<file path="config.mk">
export PLATFORM = sky130hd
export DESIGN_NAME = freq_autorange
export DESIGN_NICKNAME = d
export VERILOG_FILES = /design/src/rtl/far_pkg.sv /design/src/rtl/far_sync_edge.sv /design/src/rtl/far_prescale.sv /design/src/rtl/far_gate.sv /design/src/rtl/far_range_ctl.sv /design/src/rtl/freq_autorange.sv
export SDC_FILE = /design/constraint.sdc
export NUM_CORES = 1
export LEC_CHECK = 0
export ABC_AREA = 1
export BUFFER_PORTS_ARGS = -buffer_cell sky130_fd_sc_hd__buf_2
export CORE_ASPECT_RATIO = 1.75
export CORE_MARGIN = 2
export CORE_UTILIZATION = 30
export DETAILED_ROUTE_END_ITERATION = 7
export SLEW_MARGIN = 20
export SYNTH_ARGS = -nofsm -noshare
export SYNTH_HDL_FRONTEND = slang
export SYNTH_SLANG_ARGS = --single-unit
</file>
<file path="constraint.sdc">
create_clock -name clk -period 2.6 [get_ports clk]
set_input_delay 0 -clock clk [delete_from_list [all_inputs] [get_ports clk]]
set_output_delay 0 -clock clk [all_outputs]
set_load 0.005 [all_outputs]
</file>
<file path="src/rtl/far_pkg.sv">
package far_pkg;
   typedef enum logic [1:0] {
      STEP_KEEP    = 2'd0,
      STEP_COARSER = 2'd1,
      STEP_FINER   = 2'd2
   } step_e;
endpackage

</file>
<file path="src/rtl/far_sync_edge.sv">
module far_sync_edge #(
   parameter int SYNC_STAGES = 2
) (
   input  logic clk,
   input  logic rst_n,
   input  logic async_i,
   output logic rise_o
);
   // SYNC_STAGES flops of synchroniser plus one of history for edge detection
   logic [SYNC_STAGES:0] sh;

   always_ff @(posedge clk or negedge rst_n) begin
      if (!rst_n) sh <= '0;
      else        sh <= {sh[SYNC_STAGES-1:0], async_i};
   end

   assign rise_o = sh[SYNC_STAGES-1] & ~sh[SYNC_STAGES];
endmodule

</file>
<file path="src/rtl/far_prescale.sv">
module far_prescale #(
   parameter int STAGES = 3,
   parameter int DECADE = 10
) (
   input  logic            clk,
   input  logic            rst_n,
   input  logic            restart,
   input  logic            edge_i,
   output logic [STAGES:0] tap_o
);
   localparam int DW = $clog2(DECADE);

   assign tap_o[0] = edge_i;

   genvar k;
   generate
      for (k = 0; k < STAGES; k++) begin : g_stage
         logic [DW-1:0] cnt;
         logic          wrap;
         assign wrap       = (cnt == DW'(DECADE - 1));
         assign tap_o[k+1] = tap_o[k] & wrap & ~restart;
         always_ff @(posedge clk or negedge rst_n) begin
            if (!rst_n)
               cnt <= '0;
            else if (restart)
               // an edge in the closing cycle belongs to the next window
               cnt <= (k == 0 && edge_i) ? DW'(1) : '0;
            else if (tap_o[k])
               cnt <= wrap ? '0 : cnt + 1'b1;
         end
      end
   endgenerate
endmodule

</file>
<file path="src/rtl/far_gate.sv">
module far_gate #(
   parameter int GATE_CYCLES = 40000
) (
   input  logic clk,
   input  logic rst_n,
   output logic win_end
);
   localparam int GW = $clog2(GATE_CYCLES);
   logic [GW-1:0] cnt;

   assign win_end = (cnt == GW'(GATE_CYCLES - 1));

   always_ff @(posedge clk or negedge rst_n) begin
      if (!rst_n)       cnt <= '0;
      else if (win_end) cnt <= '0;
      else              cnt <= cnt + 1'b1;
   end
endmodule

</file>
<file path="src/rtl/far_range_ctl.sv">
module far_range_ctl
   import far_pkg::*;
#(
   parameter int NUM_RANGES = 4,
   localparam int RW = $clog2(NUM_RANGES)
) (
   input  logic          clk,
   input  logic          rst_n,
   input  logic          win_end,
   input  logic          over,
   input  logic          low,
   input  logic          hold,
   output logic [RW-1:0] rng_q,
   output logic [RW-1:0] rng_nx,
   output step_e         step
);
   localparam logic [RW-1:0] TOP = RW'(NUM_RANGES - 1);

   always_comb begin
      if (hold)                          step = STEP_KEEP;
      else if (over && rng_q != TOP)     step = STEP_COARSER;
      else if (low && rng_q != '0)       step = STEP_FINER;
      else                               step = STEP_KEEP;
   end

   always_comb begin
      unique case (step)
         STEP_COARSER: rng_nx = rng_q + 1'b1;
         STEP_FINER:   rng_nx = rng_q - 1'b1;
         default:      rng_nx = rng_q;
      endcase
   end

   always_ff @(posedge clk or negedge rst_n) begin
      if (!rst_n)       rng_q <= '0;
      else if (win_end) rng_q <= rng_nx;
   end
endmodule

</file>
<file path="src/rtl/freq_autorange.sv">
module freq_autorange
   import far_pkg::*;
#(
   parameter int GATE_CYCLES = 40000,
   parameter int MAX_COUNT   = 3999,
   parameter int LOW_COUNT   = 400,
   parameter int NUM_RANGES  = 4,
   parameter int DECADE      = 10,
   parameter int SYNC_STAGES = 2,
   localparam int CW  = $clog2(MAX_COUNT + 1),
   localparam int RW  = $clog2(NUM_RANGES),
   localparam int DPW = NUM_RANGES - 1
) (
   input  logic           clk,
   input  logic           rst_n,
   input  logic           freq_in,
   input  logic           peak_hold,
   output logic [CW-1:0]  count_o,
   output logic [RW-1:0]  range_o,
   output logic [DPW-1:0] dp_o,
   output logic           ovr_o,
   output logic           valid_o
);
   localparam int AW = $clog2(MAX_COUNT + 2);

   generate
      if (NUM_RANGES < 2)       begin : g_bad_nr   $error("NUM_RANGES must be at least 2");    end
      if (DECADE < 2)           begin : g_bad_dec  $error("DECADE must be at least 2");        end
      if (GATE_CYCLES < 2)      begin : g_bad_gate $error("GATE_CYCLES must be at least 2");   end
      if (LOW_COUNT > MAX_COUNT) begin : g_bad_low $error("LOW_COUNT may not exceed MAX_COUNT"); end
      if (SYNC_STAGES < 2)      begin : g_bad_sync $error("SYNC_STAGES must be at least 2");   end
   endgenerate

   logic                  edge_w, win_end, sel_pulse, over, low;
   logic [NUM_RANGES-1:0] tap;
   logic [RW-1:0]         rng_q, rng_nx;
   logic [AW-1:0]         acc;
   step_e                 step;

   far_sync_edge #(.SYNC_STAGES(SYNC_STAGES)) u_sync (
      .clk(clk), .rst_n(rst_n), .async_i(freq_in), .rise_o(edge_w)
   );

   far_prescale #(.STAGES(NUM_RANGES - 1), .DECADE(DECADE)) u_pre (
      .clk(clk), .rst_n(rst_n), .restart(win_end), .edge_i(edge_w), .tap_o(tap)
   );

   far_gate #(.GATE_CYCLES(GATE_CYCLES)) u_gate (
      .clk(clk), .rst_n(rst_n), .win_end(win_end)
   );

   far_range_ctl #(.NUM_RANGES(NUM_RANGES)) u_rng (
      .clk(clk), .rst_n(rst_n), .win_end(win_end), .over(over), .low(low),
      .hold(peak_hold), .rng_q(rng_q), .rng_nx(rng_nx), .step(step)
   );

   assign sel_pulse = tap[rng_q];
   assign over      = (acc > AW'(MAX_COUNT));
   assign low       = (acc < AW'(LOW_COUNT));

   // window accumulator, saturating one above full scale
   always_ff @(posedge clk or negedge rst_n) begin
      if (!rst_n)
         acc <= '0;
      else if (win_end)
         acc <= (rng_nx == '0 && edge_w) ? AW'(1) : '0;
      else if (sel_pulse && acc <= AW'(MAX_COUNT))
         acc <= acc + 1'b1;
   end

   // published result
   always_ff @(posedge clk or negedge rst_n) begin
      if (!rst_n) begin
         count_o <= '0;
         range_o <= '0;
         ovr_o   <= 1'b0;
         valid_o <= 1'b0;
      end else begin
         valid_o <= win_end;
         if (win_end) begin
            count_o <= over ? CW'(MAX_COUNT) : acc[CW-1:0];
            range_o <= rng_q;
            ovr_o   <= over && (step != STEP_COARSER);
         end
      end
   end

   genvar r;
   generate
      for (r = 0; r < NUM_RANGES - 1; r++) begin : g_dp
         assign dp_o[NUM_RANGES-2-r] = (range_o == RW'(r));
      end
   endgenerate
endmodule

</file>
==> summary.json, run 1 <==
{
  "clock_tree.htree_level_count": 3,
  "core_um2": 11000,
  "number_of_enable_flip_flop_cells_after_synthesis": 0,
  "crit_path_start_kind": "flip-flop",
  "syn2layout_area_growth_pct": 17.6,
  "numCtsBuffers": 9,
  "groute.usage.overall_pct": 13.4,
  "ffs_w_async_s_r_synth_pct": 100,
  "grt_start_max_net_pins": 32,
  "fmax_mhz": 441,
  "clock-root-buffer": "sky130_fd_sc_hd__clkbuf_16",
  "reported_max_cap_violation_count": 0,
  "synthDominantAreaCellType": "sky130_fd_sc_hd__dfrtp_1",
  "seqPwrFrac_pct": 40.8,
  "worst_hold_path_type": "input pin to asynchronous set/reset pin",
  "route.layer.met1.wl_um": 3060,
  "outcome": "finished clean",
  "cp_data_arrival_time_ns": 2.49,
  "n_antenna_cell": 0,
  "worstReg2RegEnd": "acc[0]",
  "dominantRegCellSynth": "sky130_fd_sc_hd__dfrtp_1",
  "synth_most_common_cell": "sky130_fd_sc_hd__nand2_1",
  "fp.dieArea_um2": 12000,
  "syn_area_per_cell_um2": 8.20,
  "share_comb_of_total_power_pct": 5.2,
  "clock_sinks": 61,
  "timing.critical_path.from": "acc[10]",
  "internal-power_mw": 1.98,
  "critPathRequiredTime_ns": 2.82,
  "synth.top_cells.by_count": "sky130_fd_sc_hd__nand2_1 (85), sky130_fd_sc_hd__dfrtp_1 (61), sky130_fd_sc_hd__inv_1 (49), sky130_fd_sc_hd__nor2_1 (44), sky130_fd_sc_hd__nand3_1 (29)",
  "synth_top_area_share_pct": 45.8,
  "routed-wl-met3_um": 320,
  "cts_repair_resize_count": 0,
  "worstSetupPathType": "flip-flop to flip-flop",
  "ios": 23,
  "met2_wl_post_dr_um": 3920,
  "postSynthNetCount": 421,
  "dr.max_layer_used": "met5",
  "fin_crit_ns": 2.27,
  "final_antenna_net_count": 0,
  "ctsLongestPathBuffers": 2,
  "power.share.switching_pct": 21.2,
  "vias_per_cell": 4.77,
  "start_util_pct": 30.4,
  "rsz0062_at_grt": "false",
  "final_hold_viol_count": 0,
  "drtPass1Iterations": 4,
  "cts_tree": "yes",
  "clock_skew_ns": 0.00521,
  "placementRows": 51,
  "clock_power_share_pct": 53.9,
  "detailedRoute.firstIterationViolations": 151,
  "routed_wl_um": 7550,
  "reg2regPathDepth": 12,
  "rr_startpoint": "acc[10]",
  "grt_remaining_overflow": 0,
  "final_max_slew_viol_count": 0,
  "tns_ns": 0,
  "ys_types": 33,
  "setup_viol": 0,
  "p_per_cell_area_nw_per_um2": 642,
  "layout_worst_path_cycle_share_pct": 87.1,
  "clkSlewWorstSetupHoldPaths_ns": 0.05,
  "rrSetupSlack_ns": 0.33,
  "netSwitchingPower_mw": 0.534,
  "weighted_congestion_reported_at_the_end_of_routability_driven_placement": 0.811,
  "synth_sequential_area_ratio_pct": 45.8,
  "total_power_mw": 2.52,
  "tightestPinTransition_ns": 0.551,
  "design.final.nets": 450,
  "worstSkewPairLatency_ns": 0.33,
  "slew_headroom_pct": 63.3,
  "dr_total_vias": 2736,
  "worst_ir_drop_vdd_uv": 633,
  "static-leakage-power_nw": 2.01,
  "drc_errors": 0,
  "post-dp-hpwl_um": 5540,
  "grt_pass1_wl_um": 12700,
  "fraction_of_layout_cells_with_a_size_suffix_above_1_pct": 16.3,
  "synth.top_cells.by_area": "sky130_fd_sc_hd__dfrtp_1 (46%), sky130_fd_sc_hd__nand2_1 (9.6%), sky130_fd_sc_hd__inv_1 (5.5%)",
  "chipHeight_um": 143,
  "grt_antenna_before_repair": 1,
  "end_point_of_the_critical_path": "acc[0]",
  "die_width_um": 83.7,
  "routedWlPerCell_um": 13.2,
  "synthesis.area_um2": 3340,
  "port_buffers": 22,
  "yosysWarningCount": 0,
  "critical_path.endpoint_type": "flip-flop",
  "ys_ff_latch": 61,
  "grt_pass1_vias": 2693,
  "netlist_instances": 407,
  "worst_path_fanout_max": 4
}
[worst min path at each step]
stage	to	slack, ns	depth (start not counted)
floorplan	acc[0]	-0.30	0
global placement	u_sync.sh[0]	0.01	1
detailed placement	u_sync.sh[0]	0.02	1
CTS	u_sync.sh[0]	0.20	2
global route	u_sync.sh[0]	0.26	2
finish	u_sync.sh[0]	0.19	2
[through the flow]
stage | std cells | instance area, um2 | setup WS [ns] | util (%) | hold WS, ns
floorplan | 407 | 3340 | 0.664 | - | -0.296
global placement | 555 | 3560 | 0.409 | 32.4 | 0.0147
detailed placement | 555 | 3560 | 0.390 | 32.4 | 0.0198
CTS | 573 | 3920 | 0.342 | 35.7 | 0.202
global route | 573 | 3920 | 0.146 | 35.7 | 0.262
finish | 573 | 3920 | 0.335 | 35.7 | 0.186
[cells by family (layout without fill, tap and decap cells)]
| group | count (synthesis) | after routing | share of synthesized area [%] |
|---|---|---|---|
| fa+ha+maj | 10 | 10 | 3.75 |
| flops | 61 | 61 | 45.8 |
| xor+xnor | 18 | 18 | 4.73 |
| simple gates | 203 | 203 | 28.7 |
| compound gates | 49 | 49 | 8.29 |
| buf+inv | 66 | 100 | 8.81 |
[registers in the layout, summed over array words and instances, names as in the netlist]
signal / count
u_sync.sh: 3
ovr_o: 1
count_o: 12
u_rng.rng_q: 2
valid_o: 1
acc: 12
u_pre.g_stage.cnt: 12
range_o: 2
u_gate.cnt: 16
[critical path: stages, from the launching register on]
cell,delay (ns)
sky130_fd_sc_hd__dfrtp_1,0.41
sky130_fd_sc_hd__nor4_1,0.46
sky130_fd_sc_hd__o21ai_0,0.15
sky130_fd_sc_hd__nor2_1,0.15
sky130_fd_sc_hd__inv_1,0.06
sky130_fd_sc_hd__ha_1,0.32
sky130_fd_sc_hd__a21oi_1,0.14
sky130_fd_sc_hd__nand2_1,0.07
sky130_fd_sc_hd__xor2_1,0.15
sky130_fd_sc_hd__nand3b_1,0.09
sky130_fd_sc_hd__nand2_1,0.05
sky130_fd_sc_hd__nand2_1,0.06
sky130_fd_sc_hd__nand2_1,0.04
[layer usage]
metal | vias up | track usage, %
met5 | - | 0
met4 | 2 | 7.64
met3 | 17 | 3.68
met2 | 50 | 23.7
met1 | 1293 | 14.3
li1 | 1374 | -
[what timing repair did]
item / CTS / global route
hold buffers: 2 / 0
setup buffers: 0 / 0
hold endpoints to repair: 22 / 0
[area by class of cell]
cell class / count / area (um2)
Timing Repair Buffer: 28 / 160
Multi-Input combinational cell: 280 / 1520
Tap cell: 132 / 165
Sequential cell: 61 / 1530
Clock inverter: 3 / 65.1
Clock buffer: 13 / 280
Fill cell: 1132 / 7050
Inverter: 56 / 210
[cells in the final DEF, fill, tap and decap left out, types with 9 or more instances in the layout]
cell	netlist	routed
sky130_fd_sc_hd__nor3_1	11	11
sky130_fd_sc_hd__nor2_1	44	44
sky130_fd_sc_hd__o21ai_0	18	18
sky130_fd_sc_hd__a21oi_1	11	11
sky130_fd_sc_hd__nand3_1	29	29
sky130_fd_sc_hd__dfrtp_1	61	61
sky130_fd_sc_hd__nand4_1	9	9
sky130_fd_sc_hd__ha_1	10	10
sky130_fd_sc_hd__buf_2	4	22
sky130_fd_sc_hd__clkbuf_16	0	9
sky130_fd_sc_hd__inv_1	49	49
sky130_fd_sc_hd__nand2_1	85	85
sky130_fd_sc_hd__xor2_1	15	15
[power by group through the flow]
stage                     sequential (mW)  clock [mW]  combinational, mW
after floorplan                      1.04           0             0.0865
after global placement               1.04           0              0.123
after detailed placement             1.04           0              0.130
after CTS                            1.03        1.39              0.134
final                                1.03        1.36              0.132
after global routing                 1.03        1.43              0.158
Note: power is estimated with default switching activity, not from simulation.
==> run 2: changes to the inputs <==
Settings changed: CTS_CLUSTER_SIZE from default to 25, PLACE_DENSITY_LB_ADDON from default to 0.3.
==> summary.json, run 2 (same netlist as run 1, synthesis figures left out) <==
{
  "cts_repair_resize_count": 0,
  "cpMostUsedCell": "sky130_fd_sc_hd__nand2_1",
  "weighted_congestion_reported_at_the_end_of_routability_driven_placement": 0.821,
  "fraction_of_layout_cells_with_a_size_suffix_above_1_pct": 15.5,
  "fillerInstances": 1142,
  "timing.critical_path.from": "acc[10]",
  "syn2layout_area_growth_pct": 15.8,
  "tns_ns": 0,
  "placementRows": 51,
  "clkSlewWorstSetupHoldPaths_ns": 0.05,
  "grt_start_max_net_pins": 37,
  "clock-root-buffer": "sky130_fd_sc_hd__clkbuf_16",
  "numCtsBuffers": 9,
  "power.share.switching_pct": 22.6,
  "grt_antenna_before_repair": 0,
  "worstSkewPairLatency_ns": 0.33,
  "final_antenna_net_count": 0,
  "critical_path_cell_by_cell": "nor4_1 > o21ai_0 > nor2_1 > inv_1 > ha_1 > a21oi_1 > nand2_1 > xor2_1 > nand3b_1 > nand2_1 > nand2_1 > nand2_1",
  "reg2regPathDepth": 12,
  "max_reg_flops": 16,
  "worst_path_fanout_max": 4,
  "clock_sinks": 61,
  "routedWlPerCell_um": 13.1,
  "outcome": "finished clean",
  "final_hold_viol_count": 0,
  "final_common_cell": "sky130_fd_sc_hd__nand2_1",
  "detailedRoute.firstIterationViolations": 157,
  "post-dp-hpwl_um": 5520,
  "rsz0062_at_grt": "false",
  "finalHoldWorstSlack_ns": 0.276,
  "critical_path.slowest_cell": "sky130_fd_sc_hd__nor4_1",
  "largest-register": "u_gate.cnt",
  "worstSetupPathType": "flip-flop to flip-flop",
  "p_per_cell_area_nw_per_um2": 589,
  "reported_max_cap_violation_count": 0,
  "share_comb_of_total_power_pct": 5.9,
  "cts_tree": "yes",
  "netSwitchingPower_mw": 0.515,
  "grt_pass1_wl_um": 12700,
  "fp.dieArea_um2": 12000,
  "clock_power_share_pct": 48.8,
  "start_util_pct": 30.4,
  "die_width_um": 83.7,
  "vias_per_cell": 4.74,
  "drtPass1Iterations": 4,
  "clock_tree.htree_level_count": 3,
  "fin_crit_ns": 2.35,
  "crit_path_start_kind": "flip-flop",
  "clock_skew_ns": 0.00568,
  "fmax_mhz": 426,
  "design.final.nets": 449,
  "worstReg2RegEnd": "acc[0]",
  "rr_startpoint": "acc[10]",
  "seqPwrFrac_pct": 45.3,
  "drc_errors": 0,
  "n_antenna_cell": 0,
  "end_point_of_the_critical_path": "acc[0]",
  "rrSetupSlack_ns": 0.25,
  "total_stage_count_of_the_critical_path": 12,
  "internal-power_mw": 1.76,
  "worst_path_dominant_cell_family": "simple AND/OR/NAND/NOR gates",
  "worst_ir_drop_vdd_uv": 313,
  "slew_headroom_pct": 49.9,
  "ctsLongestPathBuffers": 2,
  "worst_hold_path_type": "input pin to asynchronous set/reset pin",
  "setup_viol": 0,
  "routed_wl_um": 7450,
  "critical_path_buf_inv_count": 1,
  "grt_remaining_overflow": 0,
  "critical_path.endpoint_type": "flip-flop",
  "chipHeight_um": 143,
  "ios": 23,
  "dr_total_vias": 2706,
  "timing.critical_path.slowest_cell_delay_ns": 0.47,
  "tightestPinTransition_ns": 0.752,
  "port_buffers": 22,
  "layout_worst_path_cycle_share_pct": 90.2,
  "critPathRequiredTime_ns": 2.82,
  "final_max_slew_viol_count": 0,
  "cp_data_arrival_time_ns": 2.56,
  "final_core_utilization_pct": 35.2,
  "leading_cell_types_in_the_layout_fill_and_taps_excluded": "sky130_fd_sc_hd__nand2_1 (85), sky130_fd_sc_hd__dfrtp_1 (61), sky130_fd_sc_hd__inv_1 (49), sky130_fd_sc_hd__nor2_1 (44), sky130_fd_sc_hd__nand3_1 (29)",
  "grt_pass1_vias": 2736,
  "groute.usage.overall_pct": 13.4,
  "static-leakage-power_nw": 1.98,
  "core_um2": 11000
}
==> run 2: cell types whose count changed in the layout (fill, tap and decap cells not counted), sizes merged <==
cell    before  now
buf         26   25
bufinv       2    0
clkbuf      13   14
==> run 2: how the worst min path moves through the flow <==
stage | endpoint | slack, ns | cells past startpoint | start
floorplan | acc[0] | -0.30 | 0 | rst_n
global placement | u_pre.g_stage[1].cnt[2] | 0.11 | 1 | rst_n
detailed placement | u_pre.g_stage[1].cnt[2] | 0.12 | 1 | rst_n
CTS | ovr_o | 0.30 | 6 | peak_hold
global route | u_sync.sh[0] | 0.32 | 2 | freq_in
finish | u_pre.g_stage[1].cnt[2] | 0.28 | 2 | rst_n
==> run 2: layout make-up <==
| cell class | count | area, um2 | share of cell area [%] |
|---|---|---|---|
| clock inverters | 1 | 5.00 | 0.130 |
| repair buffers | 27 | 165 | 4.28 |
| inverters | 56 | 210 | 5.44 |
| well taps | 132 | 165 | 4.28 |
| clock buffers | 14 | 274 | 7.10 |
| multi-input cells | 280 | 1520 | 39.2 |
| flip-flops and latches | 61 | 1530 | 39.5 |
==> run 2: stage by stage <==
stage / instances / cell area [um2] / setup slack (ns) / power (mW)
floorplan: 407 / 3340 / 0.664 / 1.12
global placement: 554 / 3560 / 0.352 / 1.17
detailed placement: 554 / 3560 / 0.269 / 1.18
CTS: 571 / 3860 / 0.262 / 2.31
global route: 571 / 3860 / 0.111 / 2.37
finish: 571 / 3860 / 0.255 / 2.28
==> run 2: per-layer routing <==
metal | wire length (um) | GRT usage (%) | up-vias | share of wire [%]
li1 | - | - | 1366 | -
met1 | 3210 | 15.5 | 1277 | 43
met2 | 3780 | 22.7 | 45 | 51
met3 | 194 | 2.64 | 18 | 2.6
met4 | 275 | 7.98 | 0 | 3.7
met5 | 0 | 0 | - | 0
==> run 2: power groups by stage <==
stage | clock network [mW] | registers [mW] | logic, mW
global route | 1.18 | 1.04 | 0.158
CTS | 1.14 | 1.03 | 0.139
finish | 1.11 | 1.03 | 0.134
detailed placement | 0 | 1.04 | 0.137
global placement | 0 | 1.04 | 0.126
floorplan | 0 | 1.04 | 0.0865
==> run 2: repair_timing <==
action	CTS	global route
hold buffers	2	0
setup buffers	0	0
hold endpoints to repair	31	0
==> run 2: worst register-to-register path: stages, from the launching register on <==
cell and delay, ns:
sky130_fd_sc_hd__dfrtp_1 0.42, sky130_fd_sc_hd__nor4_1 0.47, sky130_fd_sc_hd__o21ai_0 0.15, sky130_fd_sc_hd__nor2_1 0.16
sky130_fd_sc_hd__inv_1 0.07, sky130_fd_sc_hd__ha_1 0.31, sky130_fd_sc_hd__a21oi_1 0.16, sky130_fd_sc_hd__nand2_1 0.08
sky130_fd_sc_hd__xor2_1 0.15, sky130_fd_sc_hd__nand3b_1 0.09, sky130_fd_sc_hd__nand2_1 0.05, sky130_fd_sc_hd__nand2_1 0.06
sky130_fd_sc_hd__nand2_1 0.05
